`config.mk`:
```
export PLATFORM = sky130hd
export DESIGN_NAME = mst_byte_seq
export DESIGN_NICKNAME = d
export VERILOG_FILES = /design/src/rtl/mbs_pkg.sv /design/src/rtl/mbs_fifo.sv /design/src/rtl/mbs_size_ctr.sv /design/src/rtl/mbs_fsm.sv /design/src/rtl/mst_byte_seq.sv
export SDC_FILE = /design/constraint.sdc
export NUM_CORES = 1
export LEC_CHECK = 0
export BUFFER_PORTS_ARGS = -buffer_cell sky130_fd_sc_hd__clkbuf_2
export CAP_MARGIN = 30
export CORE_ASPECT_RATIO = 2
export CORE_MARGIN = 2
export CORE_UTILIZATION = 47
export CTS_CLUSTER_DIAMETER = 120
export DETAILED_ROUTE_END_ITERATION = 10
export PLACE_DENSITY = 0.63
export SLEW_MARGIN = 20
export SYNTH_ARGS = -nofsm -noshare
export SYNTH_HDL_FRONTEND = slang
export SYNTH_HIERARCHICAL = 1
export SYNTH_SLANG_ARGS = --single-unit
```
`constraint.sdc`:
```
create_clock -name clk -period 3.2 [get_ports clk]
set_clock_uncertainty 0.05 [all_clocks]
set_input_delay 0.32 -clock clk [delete_from_list [all_inputs] [get_ports clk]]
set_output_delay 0.32 -clock clk [all_outputs]
set_load 0.1 [all_outputs]
```
`src/rtl/mbs_pkg.sv`:
```
package mbs_pkg;
    typedef enum logic [1:0] {
        CMD_NONE = 2'd0,
        CMD_ADDR = 2'd1,
        CMD_DATA = 2'd2,
        CMD_STOP = 2'd3
    } bus_cmd_e;

    typedef enum logic [3:0] {
        ST_IDLE,
        ST_ADDR_GO,
        ST_ADDR_WAIT,
        ST_DECIDE,
        ST_BYTE_GO,
        ST_BYTE_WAIT,
        ST_STALL,
        ST_END,
        ST_STOP_GO,
        ST_STOP_WAIT
    } seq_state_e;
endpackage

```
`src/rtl/mbs_fifo.sv`:
```
module mbs_fifo #(
    parameter int DEPTH = 16,
    parameter int WIDTH = 8,
    localparam int AW = (DEPTH > 1) ? $clog2(DEPTH) : 1,
    localparam int CW = $clog2(DEPTH + 1)
) (
    input  logic             clk,
    input  logic             rst_n,
    input  logic             flush_i,
    input  logic             push_i,
    input  logic [WIDTH-1:0] push_data_i,
    input  logic             pop_i,
    output logic [WIDTH-1:0] head_o,
    output logic [CW-1:0]    count_o,
    output logic             full_o,
    output logic             empty_o,
    output logic             push_acc_o,
    output logic             pop_acc_o
);
    logic [WIDTH-1:0] mem_q [DEPTH];
    logic [AW-1:0]    wr_ptr_q, rd_ptr_q;
    logic [CW-1:0]    cnt_q;

    function automatic logic [AW-1:0] bump(input logic [AW-1:0] p);
        return (p == AW'(DEPTH - 1)) ? '0 : p + 1'b1;
    endfunction

    assign full_o     = (cnt_q == CW'(DEPTH));
    assign empty_o    = (cnt_q == '0);
    assign push_acc_o = push_i && !full_o && !flush_i;
    assign pop_acc_o  = pop_i && !empty_o && !flush_i;
    assign head_o     = mem_q[rd_ptr_q];
    assign count_o    = cnt_q;

    always_ff @(posedge clk or negedge rst_n) begin
        if (!rst_n) begin
            wr_ptr_q <= '0;
            rd_ptr_q <= '0;
            cnt_q    <= '0;
        end else if (flush_i) begin
            wr_ptr_q <= '0;
            rd_ptr_q <= '0;
            cnt_q    <= '0;
        end else begin
            if (push_acc_o) wr_ptr_q <= bump(wr_ptr_q);
            if (pop_acc_o)  rd_ptr_q <= bump(rd_ptr_q);
            cnt_q <= cnt_q + CW'(push_acc_o) - CW'(pop_acc_o);
        end
    end

    always_ff @(posedge clk) begin
        if (push_acc_o) mem_q[wr_ptr_q] <= push_data_i;
    end

    assert_no_overflow_R7: assert property (@(posedge clk) disable iff (!rst_n)
        cnt_q <= CW'(DEPTH));

    assert_flush_empties_R11: assert property (@(posedge clk) disable iff (!rst_n)
        flush_i |=> (cnt_q == '0));
endmodule

```
`src/rtl/mbs_size_ctr.sv`:
```
module mbs_size_ctr #(
    parameter int W = 8
) (
    input  logic         clk,
    input  logic         rst_n,
    input  logic         load_i,
    input  logic [W-1:0] load_val_i,
    input  logic         dec_i,
    output logic [W-1:0] cnt_o,
    output logic         zero_o,
    output logic         last_o
);
    logic [W-1:0] cnt_q;

    always_ff @(posedge clk or negedge rst_n) begin
        if (!rst_n)                    cnt_q <= '0;
        else if (load_i)               cnt_q <= load_val_i;
        else if (dec_i && cnt_q != '0) cnt_q <= cnt_q - 1'b1;
    end

    assign cnt_o  = cnt_q;
    assign zero_o = (cnt_q == '0);
    assign last_o = (cnt_q == W'(1));

    assert_no_wrap_R5: assert property (@(posedge clk) disable iff (!rst_n)
        (!load_i && cnt_q == '0) |=> (cnt_q == '0));
endmodule

```
`src/rtl/mbs_fsm.sv`:
```
module mbs_fsm
    import mbs_pkg::*;
(
    input  logic       clk,
    input  logic       rst_n,
    input  logic       start_i,
    input  logic       rx_i,
    input  logic       hold_i,
    input  logic       cnt_zero_i,
    input  logic       fifo_full_i,
    input  logic       fifo_empty_i,
    input  logic       eng_done_i,
    output seq_state_e state_o,
    output logic       eng_valid_o,
    output bus_cmd_e   eng_cmd_o,
    output logic       byte_go_o,
    output logic       byte_done_o,
    output logic       comp_o,
    output logic       bus_active_o,
    output logic       idle_o
);
    seq_state_e st_q, st_d;
    logic       held_q, held_d;

    // state register
    always_ff @(posedge clk or negedge rst_n) begin
        if (!rst_n) begin
            st_q   <= ST_IDLE;
            held_q <= 1'b0;
        end else begin
            st_q   <= st_d;
            held_q <= held_d;
        end
    end

    // next state
    always_comb begin
        st_d   = st_q;
        held_d = held_q;
        unique case (st_q)
            ST_IDLE: begin
                if (start_i)              st_d = ST_ADDR_GO;
                else if (held_q && !hold_i) st_d = ST_STOP_GO;
            end
            ST_ADDR_GO:   st_d = ST_ADDR_WAIT;
            ST_ADDR_WAIT: if (eng_done_i) st_d = ST_DECIDE;
            ST_DECIDE: begin
                if (rx_i) begin
                    if (cnt_zero_i)                   st_d = ST_END;
                    else if (fifo_full_i && hold_i)   st_d = ST_STALL;
                    else                              st_d = ST_BYTE_GO;
                end else begin
                    if (fifo_empty_i) st_d = ST_END;
                    else              st_d = ST_BYTE_GO;
                end
            end
            ST_STALL:     if (!(fifo_full_i && hold_i)) st_d = ST_BYTE_GO;
            ST_BYTE_GO:   st_d = ST_BYTE_WAIT;
            ST_BYTE_WAIT: if (eng_done_i) st_d = ST_DECIDE;
            ST_END: begin
                if (hold_i) begin
                    st_d   = ST_IDLE;
                    held_d = 1'b1;
                end else begin
                    st_d = ST_STOP_GO;
                end
            end
            ST_STOP_GO:   st_d = ST_STOP_WAIT;
            ST_STOP_WAIT: begin
                if (eng_done_i) begin
                    st_d   = ST_IDLE;
                    held_d = 1'b0;
                end
            end
            default: st_d = ST_IDLE;
        endcase
    end

    // outputs
    always_comb begin
        eng_valid_o = 1'b0;
        eng_cmd_o   = CMD_NONE;
        unique case (st_q)
            ST_ADDR_GO: begin eng_valid_o = 1'b1; eng_cmd_o = CMD_ADDR; end
            ST_BYTE_GO: begin eng_valid_o = 1'b1; eng_cmd_o = CMD_DATA; end
            ST_STOP_GO: begin eng_valid_o = 1'b1; eng_cmd_o = CMD_STOP; end
            default:    ;
        endcase
    end

    assign state_o      = st_q;
    assign byte_go_o    = (st_q == ST_BYTE_GO);
    assign byte_done_o  = (st_q == ST_BYTE_WAIT) && eng_done_i;
    assign comp_o       = (st_q == ST_END);
    assign idle_o       = (st_q == ST_IDLE);
    assign bus_active_o = (st_q != ST_IDLE) || held_q;

    assert_cmd_single_cycle_R3: assert property (@(posedge clk) disable iff (!rst_n)
        eng_valid_o |=> !eng_valid_o);

    assert_release_after_stop_R10: assert property (@(posedge clk) disable iff (!rst_n)
        $fell(bus_active_o) |-> $past(st_q == ST_STOP_WAIT && eng_done_i));

    assert_stall_only_rx_R7: assert property (@(posedge clk) disable iff (!rst_n)
        (st_q == ST_STALL) |-> rx_i);
endmodule

```
`src/rtl/mst_byte_seq.sv`:
```
module mst_byte_seq
    import mbs_pkg::*;
#(
    parameter int DEPTH    = 16,
    parameter int SIZE_W   = 8,
    parameter int ADDR_W   = 10,
    parameter int NARROW_W = 7,
    localparam int CW      = $clog2(DEPTH + 1),
    localparam int THRESH  = DEPTH - 2
) (
    input  logic              clk,
    input  logic              rst_n,
    input  logic              ctl_we,
    input  logic              ctl_dir,
    input  logic              ctl_hold,
    input  logic              ctl_clr,
    input  logic              start_we,
    input  logic [ADDR_W-1:0] start_addr,
    input  logic              start_ext,
    input  logic              size_we,
    input  logic [SIZE_W-1:0] size_wdata,
    input  logic              push_we,
    input  logic [7:0]        push_data,
    input  logic              pop_re,
    output logic [7:0]        pop_data,
    output logic [SIZE_W-1:0] size_q,
    output logic              rx_valid,
    output logic              bus_active,
    output logic              ev_data,
    output logic              ev_comp,
    output logic              eng_valid,
    output logic [1:0]        eng_cmd,
    output logic [ADDR_W-1:0] eng_addr,
    output logic              eng_rnw,
    output logic [7:0]        eng_wdata,
    output logic              eng_ack,
    input  logic              eng_done,
    input  logic [7:0]        eng_rdata
);
    logic              dir_q, hold_q, clr_q, ev_data_q;
    logic [ADDR_W-1:0] addr_q;
    logic              idle, start_acc;
    logic              byte_go, byte_done, comp, busy_out;
    seq_state_e        state;
    bus_cmd_e          cmd;
    logic              f_push, f_pop, f_full, f_empty, f_pacc, f_popacc;
    logic [7:0]        f_din, f_head;
    logic [CW-1:0]     f_count;
    logic [SIZE_W-1:0] cnt;
    logic              cnt_zero, cnt_last;

    assign start_acc = start_we && idle;

    always_ff @(posedge clk or negedge rst_n) begin
        if (!rst_n) begin
            dir_q     <= 1'b0;
            hold_q    <= 1'b0;
            clr_q     <= 1'b0;
            addr_q    <= '0;
            ev_data_q <= 1'b0;
        end else begin
            if (ctl_we) begin
                hold_q <= ctl_hold;
                if (idle) dir_q <= ctl_dir;
            end
            clr_q <= ctl_we && ctl_clr;
            if (start_acc)
                addr_q <= start_ext ? start_addr
                                    : ADDR_W'(start_addr[NARROW_W-1:0]);
            ev_data_q <= dir_q && f_pacc && !f_popacc && (f_count == CW'(THRESH - 1));
        end
    end

    assign f_push = dir_q ? byte_done : push_we;
    assign f_din  = dir_q ? eng_rdata : push_data;
    assign f_pop  = dir_q ? pop_re    : byte_go;

    mbs_fifo #(.DEPTH(DEPTH), .WIDTH(8)) u_fifo (
        .clk        (clk),
        .rst_n      (rst_n),
        .flush_i    (clr_q),
        .push_i     (f_push),
        .push_data_i(f_din),
        .pop_i      (f_pop),
        .head_o     (f_head),
        .count_o    (f_count),
        .full_o     (f_full),
        .empty_o    (f_empty),
        .push_acc_o (f_pacc),
        .pop_acc_o  (f_popacc)
    );

    mbs_size_ctr #(.W(SIZE_W)) u_ctr (
        .clk       (clk),
        .rst_n     (rst_n),
        .load_i    (size_we),
        .load_val_i(size_wdata),
        .dec_i     (dir_q && byte_done),
        .cnt_o     (cnt),
        .zero_o    (cnt_zero),
        .last_o    (cnt_last)
    );

    mbs_fsm u_fsm (
        .clk         (clk),
        .rst_n       (rst_n),
        .start_i     (start_acc),
        .rx_i        (dir_q),
        .hold_i      (hold_q),
        .cnt_zero_i  (cnt_zero),
        .fifo_full_i (f_full),
        .fifo_empty_i(f_empty),
        .eng_done_i  (eng_done),
        .state_o     (state),
        .eng_valid_o (eng_valid),
        .eng_cmd_o   (cmd),
        .byte_go_o   (byte_go),
        .byte_done_o (byte_done),
        .comp_o      (comp),
        .bus_active_o(busy_out),
        .idle_o      (idle)
    );

    assign eng_cmd    = cmd;
    assign eng_addr   = addr_q;
    assign eng_rnw    = dir_q;
    assign eng_wdata  = f_head;
    assign eng_ack    = dir_q ? !cnt_last : 1'b1;
    assign pop_data   = f_head;
    assign size_q     = dir_q ? cnt : SIZE_W'(f_count);
    assign rx_valid   = dir_q && !f_empty;
    assign bus_active = busy_out;
    assign ev_data    = ev_data_q;
    assign ev_comp    = comp;

    assert_thresh_level_R8: assert property (@(posedge clk) disable iff (!rst_n)
        ev_data_q |-> (f_count == CW'(THRESH)) && dir_q);

    assert_dir_frozen_R12: assert property (@(posedge clk) disable iff (!rst_n)
        (state != ST_IDLE) |=> $stable(dir_q));
endmodule

```
Word level (Yosys, flattened, before mapping)
Memories as Yosys holds them, arrays and structs flattened.
Index checks and enable logic that the tools add are counted.
Storage, ports and cells
  bits in registers: 40
  RAM bits: 128
  input bits: 46
  output and inout port bits: 43
  logic and storage cells: 105
  memories: 1
Cells by class
  add/sub/neg operators: 5
  eq/ne operators: 19
  mux-type cells: 33
  reduce and logical (&&, ||, !) cells: 36
Memories
  u_fifo.mem_q: depth 16, bits a word 8, rd ports 1, clocked after Yosys merged registers in 0, write ports 1, line mbs_fifo.sv:20  | logic [WIDTH-1:0] mem_q [DEPTH];
Operators with widths (count)
  two-way mux 4 bit: 14
  one-hot mux 4 bit (9 select lines): 1
  two-way mux 8 bit: 4
  equality test 4 x 3 -> 1 bit (second input constant): 4
  equality test 4 bit (second input constant): 4
  logical AND 1 bit: 15
  two-way mux 10 bit: 1
  adder 4 x 1 -> 4 bit (second input constant): 2
  equality test 4 x 2 -> 1 bit (second input constant): 2
  equality test 8 x 1 -> 1 bit (second input constant): 1
  logical NOT 8 bit: 1
  two-way mux 1 bit: 8
  nonzero test 2 bit: 4
  nonzero test 8 bit: 1
  subtractor 8 x 1 -> 8 bit (second input constant): 1
  logical NOT 1 bit: 6
  one-hot mux 2 bit (3 select lines): 1
  adder 5 x 1 -> 5 bit: 1
  equality test 5 x 4 -> 1 bit (second input constant): 1
  equality test 5 bit (second input constant): 1
  logical NOT 5 bit: 1
  two-way mux 5 bit: 1
  subtractor 5 x 1 -> 5 bit: 1
  equality test 4 x 1 -> 1 bit (second input constant): 1
  13 further kinds: 16

Depth between registers and ports, before layout
  word-level depth: 8
  gate-level depth with buffers: 15
  mapped depth without buffers: 15

Cells and area by module
Netlist, hierarchy kept.
Modules (own cells, without submodules)
  mbs_fifo: times used 1, cells an instance 342, area an instance 5886.9 um2, seq. area each 4169.0 um2
  mst_byte_seq: times used 1, cells an instance 70, area an instance 849.6 um2, seq. area each 350.3 um2
  mbs_size_ctr: times used 1, cells an instance 66, area an instance 580.6 um2, seq. area each 200.2 um2
  mbs_fsm: times used 1, cells an instance 60, area an instance 480.5 um2, seq. area each 125.1 um2

Worst setup path after synthesis
OpenSTA, ideal clock, no wires.
  path type: register to register
  from: reg dir_q, in the netlist eng_rnw
  to: reg u_fifo.cnt_q[4], in the netlist u_fifo/count_o[4]
  setup time: 126 ps
  data arrival time: 3165 ps
  required time: 3024 ps
  setup slack: -141 ps
  stages on the path, launching flop included: 14
  path buffers: 1
  period minus slack after synthesis: 3341 ps
  cell sequence: dfrtp_1 buf_4 mux2_2 nor3b_2 inv_1 ha_1 inv_1 ha_1 inv_1 fa_1 nor2b_1 o21bai_1 a21oi_1 nor3b_1
On the way
  cells in the longest elaborated chain, start to end: 6
  elaborated cells between the ends (all ways): 9
  those cells by class: 2 x add/sub; 3 x mux; 4 x reduce/logical
Ends and longest elaborated chain
  start, declared: line mst_byte_seq.sv:40  | logic dir_q, hold_q, clr_q, ev_data_q;
  start signal, assigned: line mst_byte_seq.sv:64  | if (idle) dir_q <= ctl_dir;
  two-way mux 1 bit: line mst_byte_seq.sv:74  | assign f_push = dir_q ? byte_done : push_we;
  named net f_push: line mst_byte_seq.sv:46  | logic f_push, f_pop, f_full, f_empty, f_pacc, f_popacc;
  logical AND 1 bit (2 in a row): line mbs_fifo.sv:30  | assign push_acc_o = push_i && !full_o && !flush_i;
  named net f_pacc: line mst_byte_seq.sv:46
  adder 5 x 1 -> 5 bit: line mbs_fifo.sv:47  | cnt_q <= cnt_q + CW'(push_acc_o) - CW'(pop_acc_o);
  subtractor 5 x 1 -> 5 bit: line mbs_fifo.sv:47
  two-way mux 5 bit: line mbs_fifo.sv:40  | end else if (flush_i) begin
  end signal, assigned: line mbs_fifo.sv:47
  end, declared: line mbs_fifo.sv:22  | logic [CW-1:0] cnt_q;
The timed path passes the listed nets, and every way through them passes these cells.
A chain may end at the register's enable or synchronous reset.

Worst setup path after layout
  from: reg u_fifo.cnt_q[2], in the netlist u_fifo/count_o[2]
  to: reg u_fifo.cnt_q[4], in the netlist u_fifo/count_o[4]
On the way
  elaborated cells between the ends (all ways): 11
  those cells by class: 2 x add/sub; 1 x eq/ne; 1 x mux; 7 x reduce/logical
RTL lines
  logical NOT 5 bit: line mbs_fifo.sv:29  | assign empty_o = (cnt_q == '0);
  logical NOT 1 bit: line mbs_fifo.sv:31  | assign pop_acc_o = pop_i && !empty_o && !flush_i;
  logical AND 1 bit (2 in a row): line mbs_fifo.sv:31
  named net f_popacc: line mst_byte_seq.sv:46
  subtractor 5 x 1 -> 5 bit: line mbs_fifo.sv:47
  two-way mux 5 bit: line mbs_fifo.sv:40
The timed path passes the listed nets, and every way through them passes these cells.

==> qor.txt <==
Layout Nets -> 704
Buffers added on ports -> 88
Footprint of the multi-input gates -> 2620 um^2
Crit path time final -> 3.06 ns
Sequential share of the synthesized area -> 62.1%
Mapped Avg Cell Area -> 14.5 um^2
Max-cap violations -> 0
GRT Resource Usage Total -> 21.0%
Initial DRT Pass Iterations -> 4
Synth Flop Type -> edfxtp_1
CTS Buffer Depth -> 2
F_max -> 327 MHz
Fin util -> 57.7%
RR Endpoint -> u_fifo/count_o[4]
Area Growth Syn to Fin -> 20.3%
H-tree depth -> 4
Core area -> 16,300 um^2
Lkg Pwr -> 0.00356 uW
Reg2reg start -> u_fifo/count_o[2]
Syn nets -> 599
Post-synth cell types -> 65
CTS Buf Count -> 17
Global-route wire length before repair -> 27,100 um
Final setup viols -> 0
Crit Path Category -> reg2reg
Post-Syn Instances -> 538
#FFs+latches synth -> 168
Remaining Overflow, GRT -> 0
Critical Path End Type -> flop
Area of the die -> 17,700 um^2
Drt drc -> 0
GPL Wtd Cong -> 0.898
Internal -> 5460 uW
Filler cell count -> 1,266
Most frequent cells in the layout -> edfxtp_1 (128), clkbuf_2 (72), dfrtp_1 (38), mux2i_1 (32)
Most common cell after layout, fill and taps aside -> edfxtp_1
Die Ht -> 186 um
Critical Path RT -> 3.43 ns
Post-route ant nets -> 0
Switch share -> 44.0%
Sequential Area -> 4850 um^2
Worst slew pin tran -> 0.774 ns
Number of synthesized flops with an enable pin -> 128
Critical path arrival -> 3.29 ns
CTS tree -> done
Net Switching -> 4290 uW
Initial Util -> 47.9%
Synthesized area -> 7800 um^2
Layout cells sized above 1 -> 31.7%
Max rail drop VDD -> 1.32 mV
Min-Delay Path Class -> in2reg
Vias in the first global route -> 5,053
WL/cell -> 20.0 um
Sequential power share -> 30.0%
Initial DRC count -> 251
Reg2Reg Depth -> 14
Combinational power share -> 48.3%
Hold Violations, Final -> 0
Max Fanout on Critical Path -> 5
FFs w/ async S/R, synth -> 23.8%
Slew headroom -> 48.3%
Flop-to-flop setup slack -> 0.14 ns
Status -> completed
Vias per inst -> 5.62
Largest net degree at the start of global routing -> 29
Slew Limit Fails -> 0
Synth Warn # -> 6
Post-CTS Setup Bufs -> 0
Root Driver -> clkbuf_16
Clock power frac -> 21.7%
Final WL -> 17,200 um
Setup crit end -> u_fifo/count_o[4]
Diode count -> 0
Die width -> 95.1 um
Clk pin slew, worst setup/hold paths -> 0.06 ns
Smallest hold slack -> 0.0619 ns
Clock sinks -> 168
Worst setup startpoint -> u_fifo/count_o[2]
Hpwl dp -> 12,600 um
Cell Rows -> 66
IO Pins -> 89
Crit start category -> flop
Period utilization -> 95.5%
PwrDens -> 1040 nW/um^2
Clock latency on the worst-skew pair -> 0.42 ns
Via count -> 4,834
Initial antenna violation count -> 0
-- metrics by stage --
| stage | setup TNS (ns) | setup WS [ns] | power, uW | area [um^2] | instances |
|---|---|---|---|---|---|
| after floorplan | 0 | 0.195 | 6550 | 7800 | 538 |
| after CTS | 0 | 0.141 | 9800 | 9370 | 860 |
| final | 0 | 0.144 | 9750 | 9380 | 860 |
| after detailed placement | 0 | 0.159 | 7680 | 8750 | 827 |
| after global placement | 0 | 0.290 | 7610 | 8750 | 827 |
| after global routing | -0.0640 | -0.0640 | 10200 | 9380 | 860 |
-- layout make-up --
type                       instances  share of cell area, %
clock buffer                      19                   4.62
clock inverter                    13                   1.88
inverter                          22                  0.880
multi-input combinational        312                   28.0
sequential                       168                   51.7
tap                              204                   2.72
timing repair buffer             122                   10.3
-- power by group through the flow --
stage          Combinational, uW  Clock [uW]  Sequential [uW]
3_3_place_gp                4660           0             2950
6_report                    4710        2110             2920
4_1_cts                     4720        2160             2930
3_5_place_dp                4710           0             2970
5_1_grt                     4950        2250             2960
2_1_floorplan               3140           0             3410
-- logic make-up after synthesis --
kind of cell    count (synthesis)  synth area share (%)
simple gates                  132                  9.37
xor+xnor                        7                 0.786
fa+ha+maj                      15                  2.50
mux                            74                  12.8
compound gates                 84                  7.99
buf+inv                        58                  4.40
flops                         168                  62.1
-- per-layer routing --
layer	up-vias	global-route usage [%]	wire length, um
li1	2272	-	-
met1	2390	21.2	5890
met2	144	39.6	10100
met3	28	3.79	602
met4	0	11.4	635
met5	-	0	0
-- worst min path at each step --
stage	start	end	slack (ns)	cells after the start
3_3_place_gp	rst_n	eng_addr[0]	0.30	1
6_report	ctl_clr	clr_q	0.06	2
2_1_floorplan	rst_n	clr_q	-0.03	0
3_5_place_dp	rst_n	eng_addr[3]	0.31	1
4_1_cts	ctl_clr	clr_q	0.04	2
5_1_grt	ctl_clr	clr_q	0.05	2
-- worst max-delay path, cell delays in order, from the launching register on --
cell and delay [ns]:
dfrtp_1 0.42, inv_1 0.10, ha_1 0.17, or4b_4 0.50
nand2_2 0.14, nor2_1 0.07, ha_1 0.30, inv_1 0.06
ha_1 0.15, inv_1 0.06, fa_1 0.37, nor2b_1 0.17
o21bai_1 0.11, a21oi_1 0.18, nor3b_2 0.07
-- synthesized netlist by cell type (all sizes together) (16+ instances only) --
master	number	area [um^2]
a221oi	16	178
o21ai	19	95.1
inv	22	82.6
mux2	26	319
mux4	16	360
nand2	26	97.6
buf	26	223
edfxtp	128	3840
mux2i	32	320
dfrtp	40	1000
nor2	31	116
-- state kept, by name, indices dropped and copies added, names as in the netlist, 4 cells and up --
| register | cells |
|---|---|
| eng_addr | 10 |
| u_ctr/cnt_o | 8 |
| u_fifo/count_o | 5 |
| u_fifo/mem_q | 128 |
| u_fifo/rd_ptr_q | 4 |
| u_fifo/wr_ptr_q | 4 |
| u_fsm/state_o | 4 |
-- repair_timing --
action / CTS / global route
gates resized for setup: 0 / 2
endpoints found under the hold margin: 23 / 0
hold buffers: 1 / 0
setup endpoints to repair: 0 / 1
Power figures use the tool's default switching activity.
